[src/rtl/swf_pkg.sv]
package swf_pkg;
  typedef enum logic [1:0] {
    TX_IDLE,
    TX_SYNC,
    TX_MARK,
    TX_BITS
  } tx_state_t;

  typedef enum logic [1:0] {
    RX_IDLE,
    RX_HUNT,
    RX_LOW,
    RX_BITS
  } rx_state_t;
endpackage

[src/rtl/swf_line_sync.sv]
module swf_line_sync #(
  parameter int STAGES = 2
) (
  input  logic clk,
  input  logic rst,
  input  logic din,
  output logic dout
);
  logic [STAGES-1:0] chain;

  generate
    if (STAGES == 1) begin : g_single
      always_ff @(posedge clk) begin
        if (rst) chain <= 1'b1;
        else     chain <= din;
      end
    end else begin : g_multi
      always_ff @(posedge clk) begin
        if (rst) chain <= '1;
        else     chain <= {chain[STAGES-2:0], din};
      end
    end
  endgenerate

  assign dout = chain[STAGES-1];
endmodule

[src/rtl/swf_tx.sv]
module swf_tx
  import swf_pkg::*;
#(
  parameter int DATA_W     = 8,
  parameter int BIT_CYCLES = 1500,
  parameter int CNT_W      = 16
) (
  input  logic              clk,
  input  logic              rst,
  input  logic              start,
  input  logic              len_full,
  input  logic [DATA_W-1:0] data,
  input  logic              release_line,
  output logic              busy,
  output logic              oe,
  output logic              dout
);
  localparam int BL_W = $clog2(DATA_W + 1);

  tx_state_t         st;
  logic [CNT_W-1:0]  cnt;
  logic [DATA_W-1:0] shreg;
  logic [BL_W-1:0]   left;
  logic              par;
  logic              in_par;

  always_ff @(posedge clk) begin
    if (rst) begin
      st     <= TX_IDLE;
      oe     <= 1'b0;
      dout   <= 1'b1;
      cnt    <= '0;
      shreg  <= '0;
      left   <= '0;
      par    <= 1'b0;
      in_par <= 1'b0;
    end else begin
      case (st)
        TX_IDLE: begin
          if (start) begin
            st     <= TX_SYNC;
            oe     <= 1'b1;
            dout   <= 1'b0;
            cnt    <= CNT_W'(BIT_CYCLES - 1);
            shreg  <= len_full ? data : {data[DATA_W-2:0], 1'b0};
            left   <= len_full ? BL_W'(DATA_W) : BL_W'(DATA_W - 1);
            par    <= 1'b0;
            in_par <= 1'b0;
          end else if (release_line) begin
            oe   <= 1'b0;
            dout <= 1'b1;
          end
        end
        TX_SYNC: begin
          if (cnt == '0) begin
            st   <= TX_MARK;
            dout <= 1'b1;
          end else begin
            cnt <= cnt - 1'b1;
          end
        end
        TX_MARK: begin
          st    <= TX_BITS;
          dout  <= shreg[DATA_W-1];
          par   <= par ^ shreg[DATA_W-1];
          shreg <= {shreg[DATA_W-2:0], 1'b0};
          left  <= left - 1'b1;
          cnt   <= CNT_W'(BIT_CYCLES - 1);
        end
        default: begin
          if (cnt != '0) begin
            cnt <= cnt - 1'b1;
          end else if (left != '0) begin
            dout  <= shreg[DATA_W-1];
            par   <= par ^ shreg[DATA_W-1];
            shreg <= {shreg[DATA_W-2:0], 1'b0};
            left  <= left - 1'b1;
            cnt   <= CNT_W'(BIT_CYCLES - 1);
          end else if (!in_par) begin
            dout   <= par;
            in_par <= 1'b1;
            cnt    <= CNT_W'(BIT_CYCLES - 1);
          end else begin
            dout <= 1'b0;
            st   <= TX_IDLE;
          end
        end
      endcase
    end
  end

  assign busy = (st != TX_IDLE);
endmodule

[src/rtl/swf_rx.sv]
module swf_rx
  import swf_pkg::*;
#(
  parameter int DATA_W      = 8,
  parameter int BIT_CYCLES  = 1500,
  parameter int HUNT_CYCLES = 7500,
  parameter int CNT_W       = 16
) (
  input  logic              clk,
  input  logic              rst,
  input  logic              start,
  input  logic              len_full,
  input  logic              din,
  output logic              busy,
  output logic              valid,
  output logic [DATA_W-1:0] data,
  output logic              perr
);
  localparam int BL_W = $clog2(DATA_W + 1);
  localparam int HALF = BIT_CYCLES / 2;

  rx_state_t         st;
  logic [CNT_W-1:0]  cnt;
  logic [DATA_W-1:0] shreg;
  logic [BL_W-1:0]   left;
  logic              par;

  always_ff @(posedge clk) begin
    if (rst) begin
      st    <= RX_IDLE;
      cnt   <= '0;
      shreg <= '0;
      left  <= '0;
      par   <= 1'b0;
      valid <= 1'b0;
      data  <= '0;
      perr  <= 1'b0;
    end else begin
      valid <= 1'b0;
      case (st)
        RX_IDLE: begin
          if (start) begin
            st    <= RX_HUNT;
            cnt   <= CNT_W'(HUNT_CYCLES - 1);
            shreg <= '0;
            left  <= len_full ? BL_W'(DATA_W) : BL_W'(DATA_W - 1);
            par   <= 1'b0;
          end
        end
        RX_HUNT: begin
          if (!din) begin
            st <= RX_LOW;
          end else if (cnt == '0) begin
            st  <= RX_BITS;
            cnt <= CNT_W'(HALF);
          end else begin
            cnt <= cnt - 1'b1;
          end
        end
        RX_LOW: begin
          if (din) begin
            st  <= RX_BITS;
            cnt <= CNT_W'(HALF);
          end
        end
        default: begin
          if (cnt != '0) begin
            cnt <= cnt - 1'b1;
          end else begin
            cnt <= CNT_W'(BIT_CYCLES - 1);
            if (left != '0) begin
              shreg <= {shreg[DATA_W-2:0], din};
              par   <= par ^ din;
              left  <= left - 1'b1;
            end else begin
              valid <= 1'b1;
              data  <= shreg;
              perr  <= par ^ din;
              st    <= RX_IDLE;
            end
          end
        end
      endcase
    end
  end

  assign busy = (st != RX_IDLE);
endmodule

[src/rtl/swf_framer.sv]
module swf_framer #(
  parameter int DATA_W       = 8,
  parameter int BIT_CYCLES   = 1500,
  parameter int SYNC_STAGES  = 2,
  parameter int HUNT_PERIODS = 5
) (
  input  logic              clk,
  input  logic              rst,
  input  logic              req_valid,
  input  logic              req_send,
  input  logic              req_len_full,
  input  logic [DATA_W-1:0] req_data,
  output logic              ready,
  output logic              line_oe,
  output logic              line_out,
  input  logic              line_in,
  output logic              rx_valid,
  output logic [DATA_W-1:0] rx_data,
  output logic              rx_perr
);
  localparam int HUNT_CYCLES = BIT_CYCLES * HUNT_PERIODS;
  localparam int CNT_W       = $clog2(HUNT_CYCLES + 1);

  logic tx_busy, rx_busy, line_sync;
  logic accept, tx_start, rx_start;

  assign ready    = !tx_busy && !rx_busy;
  assign accept   = req_valid && ready;
  assign tx_start = accept && req_send;
  assign rx_start = accept && !req_send;

  swf_line_sync #(.STAGES(SYNC_STAGES)) u_sync (
    .clk (clk),
    .rst (rst),
    .din (line_in),
    .dout(line_sync)
  );

  swf_tx #(.DATA_W(DATA_W), .BIT_CYCLES(BIT_CYCLES), .CNT_W(CNT_W)) u_tx (
    .clk         (clk),
    .rst         (rst),
    .start       (tx_start),
    .len_full    (req_len_full),
    .data        (req_data),
    .release_line(rx_start),
    .busy        (tx_busy),
    .oe          (line_oe),
    .dout        (line_out)
  );

  swf_rx #(.DATA_W(DATA_W), .BIT_CYCLES(BIT_CYCLES),
           .HUNT_CYCLES(HUNT_CYCLES), .CNT_W(CNT_W)) u_rx (
    .clk     (clk),
    .rst     (rst),
    .start   (rx_start),
    .len_full(req_len_full),
    .din     (line_sync),
    .busy    (rx_busy),
    .valid   (rx_valid),
    .data    (rx_data),
    .perr    (rx_perr)
  );
endmodule

[config.mk]
export PLATFORM = sky130hd
export DESIGN_NAME = swf_framer
export DESIGN_NICKNAME = d
export VERILOG_FILES = /design/src/rtl/swf_pkg.sv /design/src/rtl/swf_line_sync.sv /design/src/rtl/swf_tx.sv /design/src/rtl/swf_rx.sv /design/src/rtl/swf_framer.sv
export SDC_FILE = /design/constraint.sdc
export NUM_CORES = 1
export LEC_CHECK = 0
export BUFFER_PORTS_ARGS = -buffer_cell sky130_fd_sc_hd__buf_2
export CAP_MARGIN = 15
export CORE_UTILIZATION = 40
export CTS_BUF_LIST = sky130_fd_sc_hd__clkbuf_4 sky130_fd_sc_hd__clkbuf_8 sky130_fd_sc_hd__clkbuf_16
export DETAILED_ROUTE_END_ITERATION = 8
export PLACE_DENSITY = 0.69
export SETUP_SLACK_MARGIN = 0.05
export SYNTH_ARGS = -nofsm -noshare
export SYNTH_HDL_FRONTEND = slang
export SYNTH_SLANG_ARGS = --single-unit
[constraint.sdc]
create_clock -name clk -period 2.5 [get_ports clk]
set_input_delay 0.5 -clock clk [delete_from_list [all_inputs] [get_ports clk]]
set_output_delay 0.5 -clock clk [all_outputs]
set_load 0.05 [all_outputs]
==> results.yml, run 1 <==
status:
  status: "finished, final reports clean"
sta:
  relSlewSlack_pct: 52.9
  worst_slew_pin_slew_ns: 0.705
  clock.fmax_mhz: 427
  setup_tns_ns: 0
  finClkSkew_ns: 0.0124
  setup_violations: 0
  fin_crit_sh_pct: 93.7
  slew_violations: 0
  period_minus_slack_ns: 2.34
  finalHoldViolCount: 0
  rsz0062_at_grt: "yes"
synthesis:
  yosys.area_share.simple_pct: 21.5
  netlist_area_um2: 3910
  synthTopCellsByCount: "dfxtp_1 (71), a21oi_1 (47), nor2_1 (45)"
  synthTopCellsByArea: "dfxtp_1 (36%), a21oi_1 (6.0%), o21ai_0 (5.1%)"
  synth_nets: 510
  synthAdderAreaFrac_pct: 4.48
  seq_area_frac_synth_pct: 36.3
  synth_compound_area_share_pct: 27.3
  synth-edff-count: 0
  synth-async-reset-ratio_pct: 0
  synth_mux_area_share_pct: 4.86
  yosysMostFrequentCell: "dfxtp_1"
  synthFlopType: "dfxtp_1"
  synthDistinctLibCells: 66
  yosysTopAreaCell: "dfxtp_1"
  synth_top_family_by_area: "compound AO/OA/AOI/OAI gates"
  synth_seq_cells: 71
  syn_avg_cell_area_um2: 8.12
  synth_warnings: 0
  synth-xor-area-share_pct: 0.895
  yosysTopAreaCellShare_pct: 36.3
  syn-instance-count: 482
global_route:
  grt_pass1_vias: 3476
  antenna_found_initial: 0
  grtUsageTotal_pct: 19.3
  grt_max_degree: 38
  grt_pass1_wl_um: 15800
  grt_overflow: 0
finish:
  area_growth_pct: 15.4
  antenna_cells: 0
  drive_gt1_share_pct: 17.2
  finish.instance_area_um2: 4520
  nNetsFinal: 545
detailed_routing:
  initialDrtViolationCount: 138
  top_layer: "met4"
  dr.pass1.iters: 4
  wl_met2_um: 4600
  detail-route-antenna-nets: 0
  drc: 0
  routed-via-count: 3821
  met1_length_um: 4310
  via_per_inst: 5.87
  avgRoutedWirePerCell_um: 14.7
  met3_length_um: 490
  wl_um: 9550
power:
  switching_share_pct: 46.7
  power_density_nw_per_um2: 1460
  p_comb_share_pct: 58.9
  p_sw_mw: 3.08
  leakage_nw: 1.83
  seqPwrFrac_pct: 26.6
  p_int_mw: 3.51
  p_total_mw: 6.59
  peakVddDrop_v: 0.000793
  power_frac_clock_pct: 14.6
setup_path:
  critPathBufInv: 0
  cp_max_fo: 7
  worstPathCellList: "or4_1 -> or4_4 -> o21a_1 -> or3_1 -> a221oi_2"
  r2r-start: "u_tx.cnt[7]"
  slowest_delay_ns: 0.60
  worst-r2r-setup-slack_ns: 0.16
  cp_top_family: "simple AND/OR/NAND/NOR gates"
  worst_path_max_delay_cell: "or4_4"
  start_kind: "flop"
  critPathCaptureType: "flop"
  crit_required_ns: 2.78
  crit_arrival_ns: 2.62
  rr_endpoint: "u_tx.par"
  critPathKind: "flop to flop"
  r2r_cells: 5
worst_hold_path:
  hold_path_end: "u_sync.chain[0]"
  hold_path_class: "input pin to flop"
  worstHoldPathCells: 2
  hp-start: "line_in"
floorplan:
  die_w_um: 101
  core_area_um2: 9370
  rows: 35
  die-height_um: 101
  start_util_pct: 41.7
  dieArea_um2: 10200
  io_pins: 27
place:
  placement.io_buffers: 26
  hpwlAfterDp_um: 6660
  place_area_um2: 4280
  gp_congestion: 0.818
cts:
  clkSinkCount: 71
  cts_buffers: 9
  clock-root-buffer: "clkbuf_8"
  clk_pin_slew_ns: 0.08
  hold_buffers: 0
  cts_buffer_depth: 2
  clock_latency_ns: 0.36
  cts-htree-levels: 3
  cts_tree: "done"
run:
  cap_violations: 0
## how the worst max path moves through the flow
stage | to | depth (start not counted) | slack, ns | startpoint
4_1_cts | u_rx.st[1] | 8 | 0.08 | u_rx.cnt[0]
2_1_floorplan | u_tx.par | 7 | 0.08 | u_tx.cnt[7]
3_3_place_gp | u_tx.cnt[6] | 7 | 0.16 | u_tx.cnt[0]
3_5_place_dp | u_tx.cnt[7] | 7 | 0.05 | u_tx.cnt[0]
5_1_grt | u_rx.st[1] | 8 | 0.04 | u_rx.cnt[0]
6_report | u_tx.par | 5 | 0.16 | u_tx.cnt[7]
## layout by cell type, fill, tap and decap left out, types with 4 or more instances in the layout
| cell type | Yosys | routed |
|---|---|---|
| dfxtp_1 | 71 | 69 |
| a21oi_1 | 47 | 47 |
| nor2_1 | 45 | 45 |
| o21ai_0 | 40 | 40 |
| nand2_1 | 32 | 32 |
| buf_4 | 0 | 28 |
| buf_2 | 3 | 26 |
| nor3_1 | 21 | 21 |
| mux2i_1 | 19 | 19 |
| nand3_1 | 16 | 16 |
| inv_1 | 16 | 14 |
| ha_1 | 14 | 13 |
| nor4_1 | 11 | 11 |
| clkbuf_8 | 0 | 11 |
| a22o_1 | 10 | 10 |
| o2111ai_1 | 7 | 7 |
| a31oi_1 | 7 | 7 |
| a211oi_1 | 6 | 6 |
| nor3b_1 | 4 | 4 |
| or4_1 | 4 | 4 |
| nand2b_1 | 4 | 4 |
| o21a_1 | 4 | 4 |
| or3_1 | 4 | 4 |
## power by group through the flow
stage / combinational (mW) / sequential, mW / clock [mW]
2_1_floorplan: 2.71 / 1.72 / 0
3_3_place_gp: 3.68 / 1.74 / 0
3_5_place_dp: 3.74 / 1.76 / 0
4_1_cts: 3.79 / 1.73 / 0.987
5_1_grt: 4.26 / 1.79 / 1.03
6_report: 3.88 / 1.75 / 0.959
## sequential cells by signal, indices dropped and copies added, names as in the netlist, 4 cells and up
register,flops
u_rx.cnt,13
u_tx.cnt,13
u_rx.data,8
u_rx.shreg,8
u_tx.shreg,8
u_rx.left,4
u_tx.left,4
## cells by family (layout without fill, tap and decap cells)
family / after synthesis / count (layout)
fa+ha+maj: 14 / 14
buf+inv: 46 / 86
flops: 71 / 71
simple gates: 165 / 165
mux: 19 / 19
xor+xnor: 4 / 4
compound gates: 163 / 163
## stage by stage
step	setup slack [ns]	instances	hold slack, ns	utilization [%]
3_5_place_dp	0.0500	634	0.452	45.7
2_1_floorplan	0.0783	482	0.389	-
4_1_cts	0.0849	650	0.318	48.0
5_1_grt	0.0445	651	0.321	48.2
3_3_place_gp	0.157	634	0.439	45.7
6_report	0.157	651	0.333	48.2
## per-layer routing
metal  track usage, %  vias to the layer above
li1                 -                     1878
met2             32.7                      126
met5                0                        -
met4             6.69                        0
met3             4.16                       16
met1             24.3                     1801
## area by class of cell
cell class,count,area (um^2)
Clock buffer,11,151
Clock inverter,5,56.3
Fill cell,934,4850
Inverter,16,60.1
Multi-Input combinational cell,365,2320
Sequential cell,71,1430
Tap cell,129,161
Timing Repair Buffer,54,340
## repair_timing
action | in CTS | in global routing
gates resized for setup | 1 | 8
pin swaps | 0 | 3
buffers inserted | 0 | 1
setup endpoints to repair | 1 | 7
(Power assumes the default switching activity.)
==> run 2, diff against run 1 <==
--- a/config.mk
+++ b/config.mk
@@ -10,7 +10,7 @@
 export CORE_UTILIZATION = 40
 export CTS_BUF_LIST = sky130_fd_sc_hd__clkbuf_4 sky130_fd_sc_hd__clkbuf_8 sky130_fd_sc_hd__clkbuf_16
 export DETAILED_ROUTE_END_ITERATION = 8
-export PLACE_DENSITY = 0.69
+export PLACE_DENSITY = 0.67
 export SETUP_SLACK_MARGIN = 0.05
 export SYNTH_ARGS = -nofsm -noshare
 export SYNTH_HDL_FRONTEND = slang
==> constraint.sdc (replaced) <==
create_clock -name clk -period 2.8 [get_ports clk]
set_input_delay 0.56 -clock clk [delete_from_list [all_inputs] [get_ports clk]]
set_output_delay 0.56 -clock clk [all_outputs]
set_load 0.05 [all_outputs]
==> run 2 against run 1 <==
  * Register-to-register slack improved by 0.098 ns
  * Maximum frequency fell by 7.9%
  * Critical path depth stayed put
  * First-iteration DRC count grew 11%
  * Critical path type unchanged
  * Critical endpoint unchanged
  * Largest cell class unchanged
  * Largest power group unchanged
==> results.yml, run 2 (same netlist as run 1, synthesis figures left out) <==
sta:
  period_minus_slack_ns: 2.55
  finalHoldViolCount: 0
  fin_crit_sh_pct: 90.9
  clock.fmax_mhz: 393
  holdWs_ns: 0.382
  relSlewSlack_pct: 48.3
  slew_violations: 0
  setup_tns_ns: 0
  rsz0062_at_grt: "no"
  worst_slew_pin_slew_ns: 0.774
  finClkSkew_ns: 0.00908
  setup_violations: 0
floorplan:
  rows: 35
  core_area_um2: 9370
  die-height_um: 101
  start_util_pct: 41.7
  io_pins: 27
  dieArea_um2: 10200
  die_w_um: 101
cts:
  clock_latency_ns: 0.36
  clk_pin_slew_ns: 0.08
  cts_resized: 0
  cts_buffer_depth: 2
  clkSinkCount: 71
  cts_setup_buffers: 0
  cts-htree-levels: 3
  clock-root-buffer: "clkbuf_8"
  cts_tree: "done"
  cts_buffers: 9
  hold_buffers: 0
setup_path:
  crit_arrival_ns: 2.83
  crit_required_ns: 3.08
  start_kind: "flop"
  critPathKind: "flop to flop"
  critPathCaptureType: "flop"
  cp_max_fo: 7
global_route:
  antenna_found_initial: 0
  grtUsageTotal_pct: 19.8
  grt_max_degree: 34
  grt_overflow: 0
  grt_pass1_vias: 3469
  grt_pass1_wl_um: 16100
detailed_routing:
  avgRoutedWirePerCell_um: 14.9
  detail-route-antenna-nets: 0
  dr.pass1.iters: 5
  drc: 0
  via_per_inst: 5.83
  routed-via-count: 3751
  initialDrtViolationCount: 153
  wl_um: 9590
finish:
  reg_top3: "u_rx.cnt: 13 flops, u_tx.cnt: 13 flops"
  fin_cells: 643
  final_cell_mix: "dfxtp_1 (71), a21oi_1 (47), nor2_1 (45)"
  drive_gt1_share_pct: 15.0
  antenna_cells: 0
  nNetsFinal: 537
  mostFrequentLayoutCell: "dfxtp_1"
  final_util_pct: 47.5
  area_growth_pct: 13.8
place:
  dp.cells: 627
  hpwlAfterDp_um: 6520
  placement.io_buffers: 26
  gp_congestion: 0.908
power:
  peakVddDrop_v: 0.000688
  p_total_mw: 5.79
  leakage_nw: 1.78
  power_density_nw_per_um2: 1300
worst_hold_path:
  hold_path_class: "input pin to flop"
status:
  status: "finished, final reports clean"
run:
  cap_violations: 0
[run 2: changes by cell type in the layout (fill, tap and decap cells not counted), moves of 2 or more]
| cell | change |
|---|---|
| inv_1 | +2 |
| dfxtp_1 | +2 |
| clkbuf_8 | -2 |
| inv_2 | -2 |
| buf_4 | -8 |
[run 2: critical path: stages, from the launching register on]
cell and delay [ns]:
dfxtp_1 0.37, or4_1 0.67, or4_4 0.62, o21a_1 0.21
or3_1 0.37, a221oi_2 0.23
[run 2: power by group]
group | switching, mW | internal, mW | leakage, nW
combinational | 2.03 | 1.26 | 1.10
clock | 0.431 | 0.503 | 0.105
sequential | 0.274 | 1.29 | 0.580
total | 2.73 | 3.06 | 1.78
[run 2: through the flow]
stage               setup slack, ns  area [um^2]
floorplan                     0.321         3910
global placement              0.355         4230
detailed placement            0.218         4230
CTS                           0.202         4450
global route                  0.126         4450
finish                        0.254         4450
[run 2: final timing paths]
kind | from | to | slack [ns] | cells after the start
worst min register to register | u_sync.chain[0] | u_sync.chain[1] | 0.47 | 1
worst min-delay path | line_in | u_sync.chain[0] | 0.38 | 2
worst max-delay path | u_tx.cnt[4] | u_tx.par | 0.25 | 5
worst max register to register | u_tx.cnt[4] | u_tx.par | 0.25 | 5
[run 2: final cells by class]
| type | instances | area (um^2) |
|---|---|---|
| timing repair buffer | 46 | 280 |
| tap | 129 | 161 |
| clock inverter | 7 | 97.6 |
| fill | 939 | 4920 |
| inverter | 16 | 60.1 |
| clock buffer | 9 | 124 |
| multi-input combinational | 365 | 2310 |
| sequential | 71 | 1420 |
[run 2: per-layer routing]
layer / vias up / share of wire, % / track usage [%]
li1: 1855 / - / -
met1: 1776 / 46 / 25.4
met2: 106 / 47 / 33.0
met3: 14 / 4.9 / 4.16
met4: 0 / 1.3 / 6.47
met5: - / 0 / 0
==> run 3, diff against run 2 <==
==> constraint.sdc (replaced) <==
create_clock -name clk -period 2.9 [get_ports clk]
set_input_delay 0.58 -clock clk [delete_from_list [all_inputs] [get_ports clk]]
set_output_delay 0.58 -clock clk [all_outputs]
set_load 0.05 [all_outputs]
==> run 3 against run 2 <==
  * Non-clock buffer count down 6
  * Global-route usage down 0.38 points
  * Via count up 1.4%
==> results.yml, run 3 (same netlist as run 1, synthesis figures left out) <==
place:
  hpwlAfterDp_um: 6420
  gp_congestion: 0.880
  dp.cells: 621
  placement.io_buffers: 26
global_route:
  grt_overflow: 0
  grt_pass1_vias: 3439
  grt_max_degree: 34
  antenna_found_initial: 0
  grtUsageTotal_pct: 19.4
  grt_pass1_wl_um: 15900
floorplan:
  rows: 35
  dieArea_um2: 10200
  start_util_pct: 41.7
  die-height_um: 101
  die_w_um: 101
  io_pins: 27
  core_area_um2: 9370
detailed_routing:
  detail-route-antenna-nets: 0
  routed-via-count: 3804
  dr.pass1.iters: 4
  wl_um: 9440
  top_layer: "met4"
  via_per_inst: 5.97
  avgRoutedWirePerCell_um: 14.8
  met1_length_um: 4330
  initialDrtViolationCount: 129
  wl_met2_um: 4560
  drc: 0
  met3_length_um: 411
power:
  peakVddDrop_v: 0.000555
  power_density_nw_per_um2: 1230
  leakage_nw: 1.75
sta:
  holdWs_ns: 0.403
  finClkSkew_ns: 0.0103
  setup_tns_ns: 0
  relSlewSlack_pct: 38.8
  worst_slew_pin_slew_ns: 0.895
  slew_violations: 0
  finalHoldViolCount: 0
  clock.fmax_mhz: 377
  rsz0062_at_grt: "no"
  setup_violations: 0
  fin_crit_sh_pct: 91.4
  period_minus_slack_ns: 2.65
setup_path:
  critPathKind: "flop to output port"
  r2r-start: "u_tx.cnt[4]"
  crit_arrival_ns: 2.07
  worst-r2r-setup-slack_ns: 0.30
  cp_max_fo: 12
  critPathCaptureType: "output port"
  worst_path_max_delay_cell: "dfxtp_1"
  worstPathCellList: "inv_1 -> ha_1 -> buf_4 -> inv_1 -> nor2_1 -> buf_2"
  start_kind: "flop"
  crit_required_ns: 2.32
  r2r_cells: 5
  path_common_cell: "inv_1"
  rr_endpoint: "u_tx.cnt[7]"
  slowest_delay_ns: 0.53
finish:
  drive_gt1_share_pct: 14.0
  final_cell_mix: "dfxtp_1 (71), a21oi_1 (47), nor2_1 (45)"
  seqCellArea_um2: 1420
  fillers: 961
  antenna_cells: 0
  mostFrequentLayoutCell: "dfxtp_1"
  fin_cells: 637
  area_growth_pct: 12.2
  nNetsFinal: 531
  reg_top3: "u_rx.cnt: 13 flops, u_tx.cnt: 13 flops"
  multiInputGateArea_um2: 2310
cts:
  cts_buffers: 9
  cts_tree: "done"
  clkSinkCount: 71
  clock-root-buffer: "clkbuf_8"
  cts-htree-levels: 3
  clk_pin_slew_ns: 0.08
  cts_setup_buffers: 0
  hold_buffers: 0
  clock_latency_ns: 0.36
  cts_buffer_depth: 2
  cts_resized: 0
worst_hold_path:
  hold_path_class: "input pin to flop"
  worstHoldPathCells: 2
  hp-start: "line_in"
  hold_path_end: "u_sync.chain[0]"
status:
  status: "finished, final reports clean"
run:
  cap_violations: 0
-- run 3: per-layer routing --
metal | GRT usage, % | up-vias
met5 | 0 | -
met4 | 5.57 | 0
met3 | 4.99 | 18
met2 | 32.0 | 103
met1 | 25.0 | 1836
li1 | - | 1847
-- run 3: worst max path at each step --
stage	from	to	slack, ns	cells after the start
2_1_floorplan	u_tx.cnt[4]	u_tx.par	0.42	7
4_1_cts	u_rx.st[0]	ready	0.27	6
6_report	u_rx.st[0]	ready	0.25	6
3_3_place_gp	u_tx.cnt[4]	u_tx.cnt[7]	0.40	5
5_1_grt	u_tx.cnt[4]	u_tx.cnt[7]	0.09	5
3_5_place_dp	u_tx.cnt[4]	u_tx.cnt[6]	0.31	5
-- run 3: critical path: cells and delay by family, from the launching register on --
kind,cells,cell delay [ns]
buffers and inverters,4,0.77
flip-flops,1,0.53
adder cells (fa/ha/maj),1,0.33
AND/OR/NAND/NOR,1,0.08
-- run 3: power breakdown --
part | leakage (nW) | internal (mW) | total, mW | switching [mW]
clock | 0.103 | 0.425 | 0.825 | 0.400
combinational | 1.07 | 1.15 | 3.08 | 1.93
sequential | 0.580 | 1.24 | 1.51 | 0.270
total | 1.75 | 2.82 | 5.42 | 2.60
-- run 3: final cells by class --
class / count / share of cell area (%)
Sequential cell: 71 / 32.4
Timing Repair Buffer: 40 / 5.36
Tap cell: 129 / 3.68
Clock buffer: 10 / 3.13
Inverter: 16 / 1.37
Clock inverter: 6 / 1.57
Multi-Input combinational cell: 365 / 52.5
-- run 3: through the flow --
step                area (um^2)  setup slack, ns  total power, mW  util [%]
global route               4390           0.0904             5.87      46.9
global placement           4190            0.404             4.50      44.7
finish                     4390            0.249             5.42      46.9
detailed placement         4190            0.314             4.55      44.7
floorplan                  3910            0.421             3.81         -
CTS                        4390            0.265             5.39      46.9
